`config.mk`:
```
export PLATFORM = sky130hd
export DESIGN_NAME = cmpchg_irq
export DESIGN_NICKNAME = d
export VERILOG_FILES = /design/src/rtl/cmpchg_pkg.sv /design/src/rtl/cmpchg_sync.sv /design/src/rtl/cmpchg_detect.sv /design/src/rtl/cmpchg_flag.sv /design/src/rtl/cmpchg_irq.sv
export SDC_FILE = /design/constraint.sdc
export NUM_CORES = 1
export LEC_CHECK = 0
export BUFFER_PORTS_ARGS = -buffer_cell sky130_fd_sc_hd__buf_2
export CORE_AREA = 2 2 39 41
export CTS_BUF_LIST = sky130_fd_sc_hd__clkbuf_2 sky130_fd_sc_hd__clkbuf_4 sky130_fd_sc_hd__clkbuf_8
export DETAILED_ROUTE_END_ITERATION = 6
export DIE_AREA = 0 0 41 43
export SLEW_MARGIN = 25
export SYNTH_ARGS = -nofsm -noshare
export SYNTH_HDL_FRONTEND = slang
export SYNTH_HIERARCHICAL = 1
export SYNTH_SLANG_ARGS = --single-unit
```
`constraint.sdc`:
```
create_clock -name clk -period 2.4 [get_ports clk]
set_clock_uncertainty 0.15 [all_clocks]
set_input_delay 0.12 -clock clk [delete_from_list [all_inputs] [get_ports clk]]
set_output_delay 0.12 -clock clk [all_outputs]
set_load 0.01 [all_outputs]
```
`src/rtl/cmpchg_pkg.sv`:
```
package cmpchg_pkg;
  localparam int CMP_COUNT_DEF  = 2;
  localparam int SYNC_DEPTH_DEF = 2;

  typedef struct packed {
    logic loc;
    logic grp;
    logic glb;
  } irq_gate_t;
endpackage

```
`src/rtl/cmpchg_sync.sv`:
```
module cmpchg_sync #(
  parameter int WIDTH  = 2,
  parameter int STAGES = 2
) (
  input  logic             clk,
  input  logic             rst,
  input  logic [WIDTH-1:0] d_async,
  output logic [WIDTH-1:0] d_sync
);
  logic [WIDTH-1:0] stg [STAGES];

  always_ff @(posedge clk) begin
    if (rst) stg[0] <= '0;
    else     stg[0] <= d_async;
  end

  for (genvar i = 1; i < STAGES; i++) begin : g_stage
    always_ff @(posedge clk) begin
      if (rst) stg[i] <= '0;
      else     stg[i] <= stg[i-1];
    end
  end

  assign d_sync = stg[STAGES-1];
endmodule

```
`src/rtl/cmpchg_detect.sv`:
```
module cmpchg_detect #(
  parameter int WIDTH = 2
) (
  input  logic             clk,
  input  logic             rst,
  input  logic [WIDTH-1:0] cur,
  input  logic             access,
  output logic [WIDTH-1:0] snap,
  output logic             differ
);
  always_ff @(posedge clk) begin
    if (rst)         snap <= '0;
    else if (access) snap <= cur;
  end

  assign differ = |(cur ^ snap);
endmodule

```
`src/rtl/cmpchg_flag.sv`:
```
module cmpchg_flag
  import cmpchg_pkg::*;
(
  input  logic      clk,
  input  logic      rst,
  input  logic      differ,
  input  logic      access,
  input  logic      sw_wr,
  input  logic      sw_val,
  input  irq_gate_t gate,
  input  logic      sleep,
  output logic      flag_q,
  output logic      irq_q,
  output logic      wake_q
);
  logic set_evt;

  // An access wins over a mismatch-driven set in the same cycle.
  assign set_evt = differ && !access;

  always_ff @(posedge clk) begin
    if (rst) begin
      flag_q <= 1'b0;
      irq_q  <= 1'b0;
      wake_q <= 1'b0;
    end else begin
      if (sw_wr)        flag_q <= sw_val;
      else if (set_evt) flag_q <= 1'b1;
      irq_q  <= flag_q && gate.loc && gate.grp && gate.glb;
      wake_q <= flag_q && sleep && gate.loc && gate.grp;
    end
  end
endmodule

```
`src/rtl/cmpchg_irq.sv`:
```
module cmpchg_irq
  import cmpchg_pkg::*;
#(
  parameter int NUM_CMP    = CMP_COUNT_DEF,
  parameter int SYNC_DEPTH = SYNC_DEPTH_DEF
) (
  input  logic               clk,
  input  logic               rst,
  input  logic [NUM_CMP-1:0] cmp_live,
  input  logic               ctl_rd,
  input  logic               ctl_wr,
  input  logic               flag_wr,
  input  logic               flag_wdata,
  input  logic               en_local,
  input  logic               en_periph,
  input  logic               en_global,
  input  logic               sleep,
  output logic               flag,
  output logic               irq,
  output logic               wake
);
  logic [NUM_CMP-1:0] cmp_sync;
  logic [NUM_CMP-1:0] cmp_snap;
  logic               reg_access;
  logic               mismatch;
  irq_gate_t          gate;

  assign reg_access = ctl_rd || ctl_wr;
  assign gate       = '{loc: en_local, grp: en_periph, glb: en_global};

  cmpchg_sync #(.WIDTH(NUM_CMP), .STAGES(SYNC_DEPTH)) u_sync (
    .clk     (clk),
    .rst     (rst),
    .d_async (cmp_live),
    .d_sync  (cmp_sync)
  );

  cmpchg_detect #(.WIDTH(NUM_CMP)) u_detect (
    .clk    (clk),
    .rst    (rst),
    .cur    (cmp_sync),
    .access (reg_access),
    .snap   (cmp_snap),
    .differ (mismatch)
  );

  cmpchg_flag u_flag (
    .clk    (clk),
    .rst    (rst),
    .differ (mismatch),
    .access (reg_access),
    .sw_wr  (flag_wr),
    .sw_val (flag_wdata),
    .gate   (gate),
    .sleep  (sleep),
    .flag_q (flag),
    .irq_q  (irq),
    .wake_q (wake)
  );
endmodule

```
-- Word level (Yosys, flattened, before mapping)
Memory sizes are Yosys's and may differ from the RTL's.
Index checks and enable logic that the tools add are counted.
- flip-flop bits (word level): 5
- memories: 1
- output and inout port bits: 3
- bits in writable memories: 4
- memory list (name ; depth ; bits a word ; rd ports ; clocked after Yosys merged registers in ; write ports ; line ; RTL):
    u_sync.stg ; 2 ; 2 ; 2 ; 0 ; 2 ; cmpchg_sync.sv:10 ; logic [WIDTH-1:0] stg [STAGES];
- multiplexer cells: 7
- bitwise logic cells: 3
- reductions and logical operators: 11
- operators by type and width (cell ; count):
    $logic_and A1 B1 Y1 ; 7
    $mux W1 ; 5
    $mux W2 ; 2
    $or A1 B1 Y1 ; 2
    $reduce_bool A2 Y1 ; 1
    $reduce_or A2 Y1 ; 1
    $xor A2 B2 Y2 ; 1
    $logic_not A1 Y1 ; 1
    $logic_or A1 B1 Y1 ; 1

-- Logic depth before layout (Yosys ltp)
- word-level depth: 5
- gate-level depth with buffers: 4
- depth with buffers taken out: 4

-- By module
Netlist, hierarchy kept.
- by module, submodules not included (module ; cells an instance ; sequential area each (µm²) ; area each (µm²) ; instances):
    cmpchg_flag ; 10 ; 60.1 ; 111.4 ; 1
    cmpchg_sync ; 8 ; 80.1 ; 105.1 ; 1
    cmpchg_detect ; 9 ; 40.0 ; 88.8 ; 1
    cmpchg_irq ; 1 ; 0.0 ; 6.3 ; 1

-- Least setup slack after synthesis
Ideal clock, no wire load.
- kind: input port to flip-flop
- start point: input ctl_wr
- end point: register u_flag.flag_q
- buffers on the path: 0
- data required time: 2.164 ns
- stages: 3
- library setup time: 0.086 ns
- arrival: 0.716 ns
- slack: 1.447 ns
- path through: or2_1 -> nand2b_1 -> a221oi_2
- longest elaborated chain between the ends: 4
- ends and longest elaborated chain (element ; line ; RTL):
    start: declaration ; cmpchg_irq.sv:11 ; input logic ctl_wr,
    $logic_or A1 B1 Y1 ; cmpchg_irq.sv:28 ; assign reg_access = ctl_rd || ctl_wr;
    $logic_not A1 Y1 ; cmpchg_flag.sv:19 ; assign set_evt = differ && !access;
    $logic_and A1 B1 Y1 ; cmpchg_flag.sv:19 ;
    $reduce_bool A2 Y1 (no source line) ; - ;
    end signal: assignment ; cmpchg_flag.sv:27 ; if (sw_wr) flag_q <= sw_val;
    end: declaration ; cmpchg_flag.sv:12 ; output logic flag_q,
No other way between the ends.
A chain may end at the register's enable or synchronous reset.

-- Worst setup path after layout
- start point: register u_detect.snap[1]
- end point: register u_flag.flag_q
- longest elaborated chain between the ends: 4
- ends and longest elaborated chain (element ; line ; RTL):
    start: declaration ; cmpchg_detect.sv:8 ; output logic [WIDTH-1:0] snap,
    start signal: assignment ; cmpchg_detect.sv:13 ; else if (access) snap <= cur;
    $xor A2 B2 Y2 ; cmpchg_detect.sv:16 ; assign differ = |(cur ^ snap);
    $reduce_or A2 Y1 ; cmpchg_detect.sv:16 ;
    named net mismatch ; cmpchg_irq.sv:25 ; logic mismatch;
    $logic_and A1 B1 Y1 ; cmpchg_flag.sv:19 ;
    $reduce_bool A2 Y1 (no source line) ; - ;
The timed path passes the listed nets, and every way through them passes these cells.

==> results.yml <==
floorplanning:
  rows: 14
  dieWidth_um: 41
  dieHeight_um: 43
  initial_core_util: 0.225
  io_pins: 15
  die-area_sq_mm: 0.00176
  core_area_sq_mm: 0.00138
timing:
  finalSetupViolCount: 0
  slew_headroom: 0.885
  drv_slew: 0
  fin_crit_sh: 0.644
  fmax_mhz: 647
  rsz0062_at_grt: "false"
  worst_pin_slew_ns: 0.172
  fin_crit_ns: 1.55
  finalHoldViolCount: 0
  fin_tns_setup_ns: 0
power:
  power_density_mw_per_mm2: 610
  p_total_w: 0.000318
  ir_worst_vdd_v: 0.000289
  p_leak_nw: 0.255
clock_network:
  postCtsSetupBuffers: 0
  cts.path.max_buffers: 2
  cts.sinks: 9
  cts-root-buf: "clkbuf_4"
  cts_resized: 0
  cts_tree: "built"
  clock_latency_ns: 0.25
  htreeDepth: 1
  path_clk_slew_ns: 0.06
  cts_buffers: 3
synthesis:
  yosysSeqAreaShare: 0.578
  synth_seq_cells: 9
  syn_nets: 40
  synth_area_sq_um: 312
  avgSynthCellArea_sq_um: 11.1
  ys_warn_count: 6
  synthCells: 28
  yosysUniqueCellTypes: 12
drt:
  wl_per_cell_um: 8.37
  wl_um: 594
  drt-initial-drc-count: 2
  dr.pass1.iters: 2
  drc: 0
  drtAntennaViolNets: 0
  vias_per_cell: 3.77
  vias: 268
final_layout:
  n_fill_cell: 150
  syn_to_final_growth_pct: 67.5
  finish.utilization: 0.377
  final_cell_mix: "14 x buf_2, 9 x dlygate4sd3_1, 9 x dfxtp_1"
  final_nets: 68
  layout-drive-gt1-share: 0.345
  multi_input_area_sq_um: 128
  antenna_cells: 0
  regArea_sq_um: 180
  fin_area_sq_um: 522
  final_common_cell: "buf_2"
critical_path:
  crit_fanout: 2
  start_kind: "flip-flop"
  crit_required_ns: 2.45
  worstSetupPathType: "reg2reg"
  end_kind: "flip-flop"
  cp.arrival_ns: 1.59
outcome:
  run_status: "finished clean"
flow_run:
  maxCapViolCount: 0
global_route:
  antenna_found_initial: 0
  grt-ovfl-total: 0
  grt_pass1_wl_um: 883
  grt_pass1_vias: 239
  grt_usage: 0.0800
  grt_max_degree: 9
placed_design:
  place_area_sq_um: 402
  io_buffers: 14
  gp_congestion: 0.588
min_path:
  hold_path_class: "in2reg"
state kept, by name, summed over array words and instances, names as in the netlist:
signal,flops
u_sync/stg,4
u_flag/irq_q,1
u_flag/flag_q,1
u_detect/snap,2
u_flag/wake_q,1
worst max-delay path: stages, from the launching register on:
cell and delay [ns]:
dfxtp_1 0.32, xnor2_1 0.13, nand2_1 0.07, nand2b_1 0.06, a221oi_2 0.20, dlygate4sd3_1 0.57
cells in the mapped netlist:
cell	instances	area (sq um)
a221oi_2	1	15.0
mux2i_1	2	20.0
nor2_1	3	11.3
and4b_1	1	10.0
inv_1	1	3.75
nor2b_1	4	25.0
nand2b_1	1	6.26
xnor2_1	2	17.5
or2_1	1	6.26
dfxtp_1	9	180
nand2_1	1	3.75
and2_1	2	12.5
path summary, 6_finish.rpt:
path / startpoint / to / slack, ns / cells past startpoint
setup / recovery: u_detect/snap[1] / u_flag/flag_q / 0.85 / 5
hold / removal: en_local / u_flag/wake_q / 0.11 / 3
setup reg to reg: u_detect/snap[1] / u_flag/flag_q / 0.85 / 5
hold reg to reg: u_sync/stg[0][1] / u_sync/stg[1][1] / 0.28 / 1
metrics by stage:
stage / hold WS [ns] / cells / setup slack [ns]
after floorplan: 0.0362 / 28 / 1.45
after global placement: 0.173 / 58 / 1.33
after detailed placement: 0.176 / 58 / 1.32
after CTS: 0.0968 / 71 / 0.864
after global routing: 0.128 / 71 / 0.757
final: 0.112 / 71 / 0.854
routing by layer:
metal / routed length (um) / global-route usage
met5: 0 / 0
met4: 0 / 0.0400
met3: 43 / 0.0628
met2: 282 / 0.106
met1: 268 / 0.0891
report_power, final:
group	switching [W]	internal, W	leakage, nW
Clock	0.0000485	0.0000751	0.0184
Combinational	0.0000119	0.0000246	0.162
Sequential	0.00000275	0.000155	0.0738
Total	0.0000632	0.000255	0.255
area by class of cell:
cell class / count / share of cell area
Multi-Input combinational cell: 18 / 0.245
Inverter: 1 / 0.00719
Clock buffer: 4 / 0.0576
Sequential cell: 9 / 0.345
Timing Repair Buffer: 23 / 0.307
Tap cell: 16 / 0.0384
repair_timing:
action	4_1_cts	5_1_grt
hold buffers	9	0
endpoints found under the setup margin	0	0
endpoints found under the hold margin	9	0
kinds of logic (layout without fill, tap and decap cells):
kind of cell           count (synthesis)  after routing  share of synthesized area
flip-flops                             9              9                      0.578
buffers and inverters                  1             28                     0.0120
XOR/XNOR                               2              2                     0.0562
multiplexers                           2              2                     0.0643
AO/OA/AOI/OAI                          1              1                     0.0482
AND/OR/NAND/NOR                       13             13                      0.241
Note: power is estimated with default switching activity, not from simulation.
